### src/rtl/audio_tx_pkg.sv
// Shared constants and helpers for the stereo serial output port.
// Assumes a fixed 64-bit-clock frame; the divider half-period is picked
// from the ratio select.
package audio_tx_pkg;

    typedef enum logic [1:0] {
        RATIO_256 = 2'd0,
        RATIO_384 = 2'd1,
        RATIO_512 = 2'd2
    } ratio_e;

    localparam int HALF_W = 3;

    // Half bit-clock period in system-clock cycles for a ratio select.
    function automatic logic [HALF_W-1:0] ratio_half(input logic [1:0] sel);
        case (sel)
            RATIO_256: return 3'd2;
            RATIO_384: return 3'd3;
            default:   return 3'd4;
        endcase
    endfunction

endpackage

### src/rtl/atx_master_clkgen.sv
// Master bit-clock divider. It toggles the bit clock after each half-period
// count. The count is 2, 3 or 4 system clocks, so 384x uses a divide-by-3
// count followed by a toggle. Assumes ratio_sel is held steady while running.
module atx_master_clkgen
    import audio_tx_pkg::*;
(
    input  logic       clk,
    input  logic       rst_n,
    input  logic       enable,
    input  logic [1:0] ratio_sel,
    output logic       bclk,
    output logic       fall_evt
);
    logic [HALF_W-1:0] cnt_q;
    logic [HALF_W-1:0] half_lim;
    logic              wrap;

    assign half_lim = ratio_half(ratio_sel) - 1'b1;
    assign wrap     = (cnt_q >= half_lim);
    assign fall_evt = enable && wrap && bclk;

    // Half-period counter and bit-clock toggle; idles high when disabled.
    always_ff @(posedge clk) begin
        if (!rst_n || !enable) begin
            cnt_q <= '0;
            bclk  <= 1'b1;
        end else if (wrap) begin
            cnt_q <= '0;
            bclk  <= ~bclk;
        end else begin
            cnt_q <= cnt_q + 1'b1;
        end
    end


    bclk_high_min_chk: assert property (@(posedge clk) disable iff (!rst_n)
        $rose(bclk) |=> $stable(bclk));

    bclk_low_min_chk: assert property (@(posedge clk) disable iff (!rst_n)
        $fell(bclk) |=> $stable(bclk));

endmodule

### src/rtl/atx_slave_sync.sv
// Slave clock front end. It brings the external bit clock and frame clock
// into the system-clock domain through two flops each, then flags bit-clock
// edges. Assumes each bit-clock phase lasts at least two system clocks.
module atx_slave_sync (
    input  logic clk,
    input  logic rst_n,
    input  logic bclk_ext,
    input  logic lrclk_ext,
    output logic rise_evt,
    output logic fall_evt,
    output logic lr_sync
);
    logic b_s1, b_s2, b_d;
    logic lr_s1, lr_s2;

    // Two-stage synchronisers plus one delayed bit-clock copy for edges.
    always_ff @(posedge clk) begin
        if (!rst_n) begin
            b_s1  <= 1'b0;
            b_s2  <= 1'b0;
            b_d   <= 1'b0;
            lr_s1 <= 1'b0;
            lr_s2 <= 1'b0;
        end else begin
            b_s1  <= bclk_ext;
            b_s2  <= b_s1;
            b_d   <= b_s2;
            lr_s1 <= lrclk_ext;
            lr_s2 <= lr_s1;
        end
    end

    assign rise_evt = b_s2 & ~b_d;
    assign fall_evt = b_d & ~b_s2;
    assign lr_sync  = lr_s2;


    fall_single_chk: assert property (@(posedge clk) disable iff (!rst_n)
        fall_evt |=> !fall_evt);

endmodule

### src/rtl/atx_slot_shifter.sv
// Slot sequencer and serialiser. On every bit-clock fall event it advances
// a 64-position slot counter, drives the data bit for the new position and,
// in master mode, the frame-clock level. In slave mode the counter is
// re-aligned from frame-clock levels sampled at bit-clock rises. The pair is
// captured when position 0 is entered. Assumes SAMPLE_W < SLOT_W.
module atx_slot_shifter #(
    parameter int SAMPLE_W = 24,
    parameter int SLOT_W   = 32
) (
    input  logic                clk,
    input  logic                rst_n,
    input  logic                master,
    input  logic                fmt_i2s,
    input  logic                shift_evt,
    input  logic                rise_evt,
    input  logic                lr_in,
    input  logic [SAMPLE_W-1:0] left_in,
    input  logic [SAMPLE_W-1:0] right_in,
    output logic                sdata,
    output logic                lr_level,
    output logic                pair_ready
);
    localparam int FRAME_W = 2 * SLOT_W;
    localparam int IDX_W   = $clog2(FRAME_W);
    localparam int POS_W   = $clog2(SLOT_W);

    logic [IDX_W-1:0]    slot_q, slot_n;
    logic                locked_q, locked_n;
    logic                lr_rise_q, rise_seen_q;
    logic [SAMPLE_W-1:0] left_q, right_q, word, shifted;
    logic                left_lv, bound, frame_start, bit_n;
    int                  pos, off;

    assign left_lv = ~fmt_i2s;
    assign bound   = rise_seen_q && (lr_in != lr_rise_q);

    // Next slot position and lock state for the coming bit period.
    always_comb begin
        if (!master && bound)
            slot_n = (lr_in == left_lv) ? '0 : IDX_W'(SLOT_W);
        else
            slot_n = slot_q + 1'b1;
        locked_n = master | locked_q | (!master && bound && (lr_in == left_lv));
    end

    assign frame_start = shift_evt && locked_n && (slot_n == '0);

    // Pick the sample word for the new slot and the bit at its position.
    always_comb begin
        if (slot_n[IDX_W-1])
            word = frame_start ? right_in : right_q;
        else
            word = frame_start ? left_in : left_q;
        pos     = int'(slot_n[POS_W-1:0]);
        off     = pos - (fmt_i2s ? 1 : 0);
        shifted = '0;
        bit_n   = 1'b0;
        if (!(fmt_i2s && pos == 0) && off < SAMPLE_W) begin
            shifted = word >> (SAMPLE_W - 1 - off);
            bit_n   = shifted[0];
        end
    end

    // Slot counter, data bit and frame-clock level, updated per fall event.
    always_ff @(posedge clk) begin
        if (!rst_n) begin
            slot_q   <= '1;
            locked_q <= 1'b0;
            sdata    <= 1'b0;
            lr_level <= fmt_i2s;
        end else if (shift_evt) begin
            slot_q   <= slot_n;
            locked_q <= locked_n;
            sdata    <= locked_n & bit_n;
            lr_level <= slot_n[IDX_W-1] ? ~left_lv : left_lv;
        end
    end

    // Pair capture at frame start and the matching one-cycle ready pulse.
    always_ff @(posedge clk) begin
        if (!rst_n) begin
            left_q     <= '0;
            right_q    <= '0;
            pair_ready <= 1'b0;
        end else begin
            pair_ready <= frame_start;
            if (frame_start) begin
                left_q  <= left_in;
                right_q <= right_in;
            end
        end
    end

    // Frame-clock level sampled at bit-clock rises (slave mode only).
    always_ff @(posedge clk) begin
        if (!rst_n) begin
            lr_rise_q   <= 1'b0;
            rise_seen_q <= 1'b0;
        end else if (!master && rise_evt) begin
            lr_rise_q   <= lr_in;
            rise_seen_q <= 1'b1;
        end
    end


    pair_ready_pulse_chk: assert property (@(posedge clk) disable iff (!rst_n)
        pair_ready |=> !pair_ready);

    pad_zero_chk: assert property (@(posedge clk) disable iff (!rst_n)
        (locked_q && int'(slot_q[POS_W-1:0]) > SAMPLE_W) |-> !sdata);

    master_hold_chk: assert property (@(posedge clk) disable iff (!rst_n)
        (master && !shift_evt) |=> ($stable(lr_level) && $stable(sdata)));

endmodule

### src/rtl/audio_serial_tx.sv
// Stereo audio serial output port top. It selects master clock generation or
// slave clock following and feeds the resulting bit-clock fall events to the
// slot serialiser. Assumes mode, format and ratio change only under reset.
module audio_serial_tx #(
    parameter int SAMPLE_W = 24,
    parameter int SLOT_W   = 32
) (
    input  logic                clk,
    input  logic                rst_n,
    input  logic                master_mode,
    input  logic                fmt_i2s,
    input  logic [1:0]          ratio_sel,
    input  logic [SAMPLE_W-1:0] left_sample,
    input  logic [SAMPLE_W-1:0] right_sample,
    output logic                pair_ready,
    input  logic                bclk_in,
    input  logic                lrclk_in,
    output logic                bclk_out,
    output logic                lrclk_out,
    output logic                sdata
);
    logic m_bclk, m_fall;
    logic s_rise, s_fall, s_lr;
    logic shift_evt, lr_level;

    atx_master_clkgen u_clkgen (
        .clk       (clk),
        .rst_n     (rst_n),
        .enable    (master_mode),
        .ratio_sel (ratio_sel),
        .bclk      (m_bclk),
        .fall_evt  (m_fall)
    );

    atx_slave_sync u_sync (
        .clk       (clk),
        .rst_n     (rst_n),
        .bclk_ext  (bclk_in),
        .lrclk_ext (lrclk_in),
        .rise_evt  (s_rise),
        .fall_evt  (s_fall),
        .lr_sync   (s_lr)
    );

    assign shift_evt = master_mode ? m_fall : s_fall;

    atx_slot_shifter #(
        .SAMPLE_W (SAMPLE_W),
        .SLOT_W   (SLOT_W)
    ) u_shift (
        .clk        (clk),
        .rst_n      (rst_n),
        .master     (master_mode),
        .fmt_i2s    (fmt_i2s),
        .shift_evt  (shift_evt),
        .rise_evt   (s_rise),
        .lr_in      (s_lr),
        .left_in    (left_sample),
        .right_in   (right_sample),
        .sdata      (sdata),
        .lr_level   (lr_level),
        .pair_ready (pair_ready)
    );

    assign bclk_out  = master_mode & m_bclk;
    assign lrclk_out = master_mode & lr_level;

endmodule

### config.mk
export PLATFORM = sky130hd
export DESIGN_NAME = audio_serial_tx
export DESIGN_NICKNAME = d
export VERILOG_FILES = /design/src/rtl/audio_tx_pkg.sv /design/src/rtl/atx_master_clkgen.sv /design/src/rtl/atx_slave_sync.sv /design/src/rtl/atx_slot_shifter.sv /design/src/rtl/audio_serial_tx.sv
export SDC_FILE = /design/constraint.sdc
export NUM_CORES = 1
export LEC_CHECK = 0
export BUFFER_PORTS_ARGS = -buffer_cell sky130_fd_sc_hd__buf_2
export CAP_MARGIN = 25
export CORE_MARGIN = 4
export CORE_UTILIZATION = 40
export CTS_CLUSTER_DIAMETER = 200
export DETAILED_ROUTE_END_ITERATION = 7
export GPL_TIMING_DRIVEN = 0
export PLACE_DENSITY = 0.71
export SLEW_MARGIN = 20
export SYNTH_ARGS = -nofsm -noshare
export SYNTH_HDL_FRONTEND = slang
export SYNTH_SLANG_ARGS = --single-unit
### constraint.sdc
create_clock -name clk -period 8.7 [get_ports clk]
set_clock_uncertainty 0.2 [all_clocks]
set_input_delay 0.435 -clock clk [delete_from_list [all_inputs] [get_ports clk]]
set_output_delay 0.435 -clock clk [all_outputs]
set_load 0.01 [all_outputs]
# Word-level counts from Yosys, hierarchy flattened
# Cells that the tools add are included.
# word_totals
ff_bits	69
input_bits	56
elab_cells	69
out_inout_bits	4
# classes
add_sub_neg	5
shifts	1
n_reduce_logical	18
bitwise_logic	11
n_eq_ne	4
order_cmp	2
muxes	12
# ops
operator	count
two-way mux 24 bit	3
less-than comparator 32 x 6 -> 1 bit, second input constant	1
right shift 24 x 32 -> 1 bit	1
subtractor 6 x 32 -> 32 bit	1
subtractor 6 x 32 -> 32 bit, first input constant	1
two-way mux 6 bit	2
logical AND 1 bit	10
adder 6 x 1 -> 6 bit, second input constant	1
zero test 6 bit	1
two-way mux 1 bit	6
case mux 3 bit (2 select lines)	1
AND 1 bit	5
zero test 5 bit	1
NOT 1 bit	4
adder 3 x 1 -> 3 bit, second input constant	1
greater-or-equal comparator 3 bit	1
zero test 1 bit	3
subtractor 3 x 1 -> 3 bit, second input constant	1
== test 2 x 1 -> 1 bit, second input constant	1
zero test 2 bit	1
inequality test 2 x 1 -> 1 bit, second input constant	1
bitwise OR 1 bit	2
OR reduction 2 bit	1
== test 1 bit	1
2 further kinds	2

# Longest topological paths before layout
# depth
depth_word	14
ltp_mapped	18
ltp_nobuf	15

# Cells and area by module
# Synthesis repeated with hierarchy kept, for this count alone.
# unflattened
cells_unflattened	467
hier_area_um2	3779.9
# modules_own_cells
module	instances	area_per_inst_um2	cells_per_inst	seq_area_each_um2
atx_slot_shifter	1	3365.7	426	1211.2
atx_master_clkgen	1	240.2	26	80.1
atx_slave_sync	1	143.9	12	100.1
audio_serial_tx	1	30.0	3	0.0

# Worst setup path after synthesis
# OpenSTA, ideal clock, no wires.
# synth_path
kind	input port to flip-flop
from	in master_mode
to	reg u_shift.sdata
path_stages	18
setup_time_ns	0.057
path_slack_ns	4.920
arrival_ns	3.522
required_ns	8.443
n_path_buf	3
path_cell_list	clkbuf_1 > nor2b_1 > nand2_1 > clkbuf_1 > nand2b_1 > ha_1 > clkbuf_1 > nand2b_1 > nor2_1 > a22oi_1 > inv_1 > ha_1 > nand2b_1 > mux2_2 > a311oi_1 > nand4_1 > nor4_1 > or4_1
# synth_via
elab_chain_cells	11
elab_cells_between_ends	25
cone_classes	add/sub: 2; order compare: 1; shift: 1; mux: 6; bitwise: 3; reduce/logical: 12
# synth_rtl
item	line	source
start: declaration	audio_serial_tx.sv:10	input logic master_mode,
branches (longest 11 deep; another with subtractor 6 x 32 -> 32 bit)	-	
end signal: assignment	atx_slot_shifter.sv:74	sdata <= locked_n & bit_n;
end: declaration	atx_slot_shifter.sv:19	output logic sdata,
# Several ways; the timed one is not identified.
# A chain may end at the register's enable or synchronous reset.

# Worst setup path in the final report
# layout_path
from	reg u_sync.lr_s2, in the netlist u_sync.lr_sync
to	reg u_shift.sdata
# layout_via
elab_chain_cells	12
elab_cells_between_ends	24
cone_classes	add/sub: 2; order compare: 1; eq/ne: 2; shift: 1; mux: 6; bitwise: 2; reduce/logical: 10
# layout_rtl
item	line	source
start: declaration	atx_slave_sync.sv:14	logic lr_s1, lr_s2;
start signal: assignment	atx_slave_sync.sv:29	lr_s2 <= lr_s1;
branches (longest 11 deep; another with subtractor 6 x 32 -> 32 bit)	-	
AND 1 bit *	atx_slot_shifter.sv:74	
# Every way passes the cells marked *.

==> results.ini <==
[run_status]
status=complete, no violations

[power_and_ir_drop]
p_leak_uw=0.00166
design_power_total_uw=853
p_sw_uw=266
pwr-share-clk_pct=37.0
p_per_area_nw_per_um2=189
p_sw_share_pct=31.2
p_int_uw=587
seqPwrFrac_pct=38.6
pwr-share-comb_pct=24.4
ir_worst_vdd_v=0.0000920

[logic_synthesis]
synth_top_cell_area_share_pct=35.6
synth_area_um2=3830
synthArstFlopShare_pct=0
ys_ff_latch=69
synth_cells=498
syn_nets=561
synth.avg_cell_area_um2=7.69
synth_top_cell_by_area=dfxtp_1
synth_cell_types=67
yosysSeqAreaShare_pct=36.3
ys_warn_count=0
synth_flop_cell=dfxtp_1
synth_area_leaders=dfxtp_1, nand2_1, a21oi_1
synth_edf_count=1

[timing]
post-route-period-util_pct=50.7
rsz0062_at_grt=false
setup_viol=0
finalMaxSlewViolations=0
fmax_ghz=0.227
slew_headroom_pct=42.0
worst_pin_slew_ns=0.870
final.min_clock_period_ns=4.41
hold_viol_final=0
final.setup.tns_ns=0

[final_layout]
diodes=0
seqCellArea_um2=1390
multiInputGateArea_um2=2240
area_growth_syn_to_layout_pct=18.0
fillers=979
nNetsFinal=629
drive_above_1_share_pct=17.0

[critical_path]
cp.buffers_inverters=4
worst_setup_path_end_kind=flip-flop
cp-start-kind=flip-flop
cpMaxStageDelayCell=o32ai_1
required_ns=8.73
crit_chain=buf_2, xor2_1, nand2_1, clkbuf_1, nand2b_1, ha_1, clkbuf_1, inv_1, o32ai_1, o21ai_0, or2_1, a221o_1, o2111ai_1, nor4_1, or4_1
crit_path_frequent_cell=clkbuf_1
crit_family=simple AND/OR/NAND/NOR gates
cp.arrival_ns=4.44
crit_type=flip-flop to flip-flop
crit_path_max_fanout=10
max_stage_delay_ns=0.48

[global_routing]
grt_pass1_vias=3726
grt.total_usage_pct=21.0
antenna_found_initial=0
globalRoute.totalOverflow=0
grt_first_pass_wirelength_um=18600
grt_max_degree=13

[route]
drc=0
vias_per_cell=5.67
first_pass_iters=5
routed_wl_um=11800
post_drt_wl_per_cell_um=16.9
postRouteAntennaNets=0
drt_iter0_drc=313
via_count=3967

[floorplanning]
io_pins=60
rows=35
floorplan.initialDensity_pct=41.2
die_h_um=106
dieArea_um2=11200
coreArea_um2=9280
die_x_um=106

[clock_network]
cts_sinks=69
cts_hold_buf=0
cts_buffer_depth=2
cts-buffers-inserted=9
htreeDepth=3
cts_resized=0
root_buffer=clkbuf_8
insertion_delay_ns=0.35
post_cts_buffers=0
cts_tree=yes
clk_pin_slew_ns=0.08

[place]
place.gp.congestion=0.939
hpwl_um=8940
port_buffers=57

[worst_hold_path]
hp-class=input port to flip-flop

[run]
drv_cap=0

[stage by stage]
step | utilization (%) | setup slack, ns | area, µm² | hold WS, ns | instances
after CTS | 48.7 | 4.36 | 4520 | 0.0827 | 700
after global placement | 46.1 | 4.18 | 4280 | 0.220 | 684
after floorplan | - | 4.92 | 3830 | 0.212 | 498
final | 48.7 | 4.29 | 4520 | 0.0870 | 700
after detailed placement | 46.1 | 4.18 | 4280 | 0.221 | 684
after global routing | 48.7 | 4.00 | 4520 | 0.0851 | 700
[kinds of logic after synthesis]
family	count (synthesis)	share of synthesized area [%]
simple gates	222	27.7
compound gates	134	23.9
buf+inv	47	5.20
other cells	1	0.0979
mux	8	2.16
flops	69	36.3
xor+xnor	10	2.29
fa+ha+maj	7	2.29
[power groups by stage]
stage                     clock network [µW]  registers, µW  logic [µW]
after floorplan                            0            335         140
after global placement                     0            336         200
after detailed placement                   0            337         201
after CTS                                319            329         203
after global routing                     332            330         226
final                                    315            329         208
[synthesized netlist by cell type (3+ instances only)]
| library cell | count |
|---|---|
| a211oi_1 | 5 |
| a21oi_1 | 51 |
| a22o_1 | 3 |
| a311oi_1 | 3 |
| a31oi_1 | 8 |
| a41oi_1 | 3 |
| and2_1 | 8 |
| and3_1 | 5 |
| buf_2 | 6 |
| clkbuf_1 | 32 |
| dfxtp_1 | 68 |
| ha_1 | 7 |
| inv_1 | 5 |
| mux2i_1 | 6 |
| nand2_1 | 117 |
| nand2b_1 | 6 |
| nand3_1 | 10 |
| nand4_1 | 12 |
| nor2_1 | 29 |
| nor2b_1 | 3 |
| nor3_1 | 7 |
| nor4_1 | 7 |
| o2111ai_1 | 3 |
| o211a_1 | 3 |
| o211ai_1 | 3 |
| o21ai_0 | 10 |
| o2bb2ai_1 | 4 |
| o31ai_1 | 14 |
| o32ai_1 | 3 |
| or2_2 | 3 |
| xnor2_1 | 6 |
| xor2_1 | 4 |
[placed cells by master, fill, tap and decap left out, drive strengths merged, types with 9 or more instances in the layout]
cell type	Yosys	final
nand2	117	117
dfxtp	68	68
buf	9	66
a21oi	51	51
clkbuf	32	44
nor2	29	29
o31ai	14	14
nand4	12	12
o21ai	11	11
nand3	10	10
a31oi	9	9
nor4	9	9
[state kept, by name, summed over array words and instances (netlist names), 3 cells and up]
| signal | count |
|---|---|
| u_shift.left_q | 24 |
| u_shift.right_q | 24 |
| u_shift.slot_q | 6 |
| u_clkgen.cnt_q | 3 |
[layout make-up]
class / instances / area share (%)
multi-input cells: 382 / 49.5
clock buffers: 12 / 3.68
well taps: 129 / 3.57
clock inverters: 4 / 1.69
repair buffers: 57 / 6.31
plain buffers: 41 / 3.90
inverters: 6 / 0.498
flip-flops and latches: 69 / 30.8
[path summary, 6_finish.rpt]
check / startpoint / end / slack (ns) / depth (start not counted)
worst max register to register: u_sync.lr_sync / u_shift.sdata / 4.29 / 15
worst min register to register: u_sync.lr_s1 / u_sync.lr_sync / 0.24 / 1
worst max-delay path: u_sync.lr_sync / u_shift.sdata / 4.29 / 15
worst min-delay path: bclk_in / u_sync.b_s1 / 0.09 / 2
[per-layer routing]
layer	global-route usage, %	share of wire, %
met1	26.0	42
met2	36.6	49
met3	3.61	5.8
met4	7.31	2.5
met5	0	0
No activity file was read; power rests on OpenSTA's default activity.
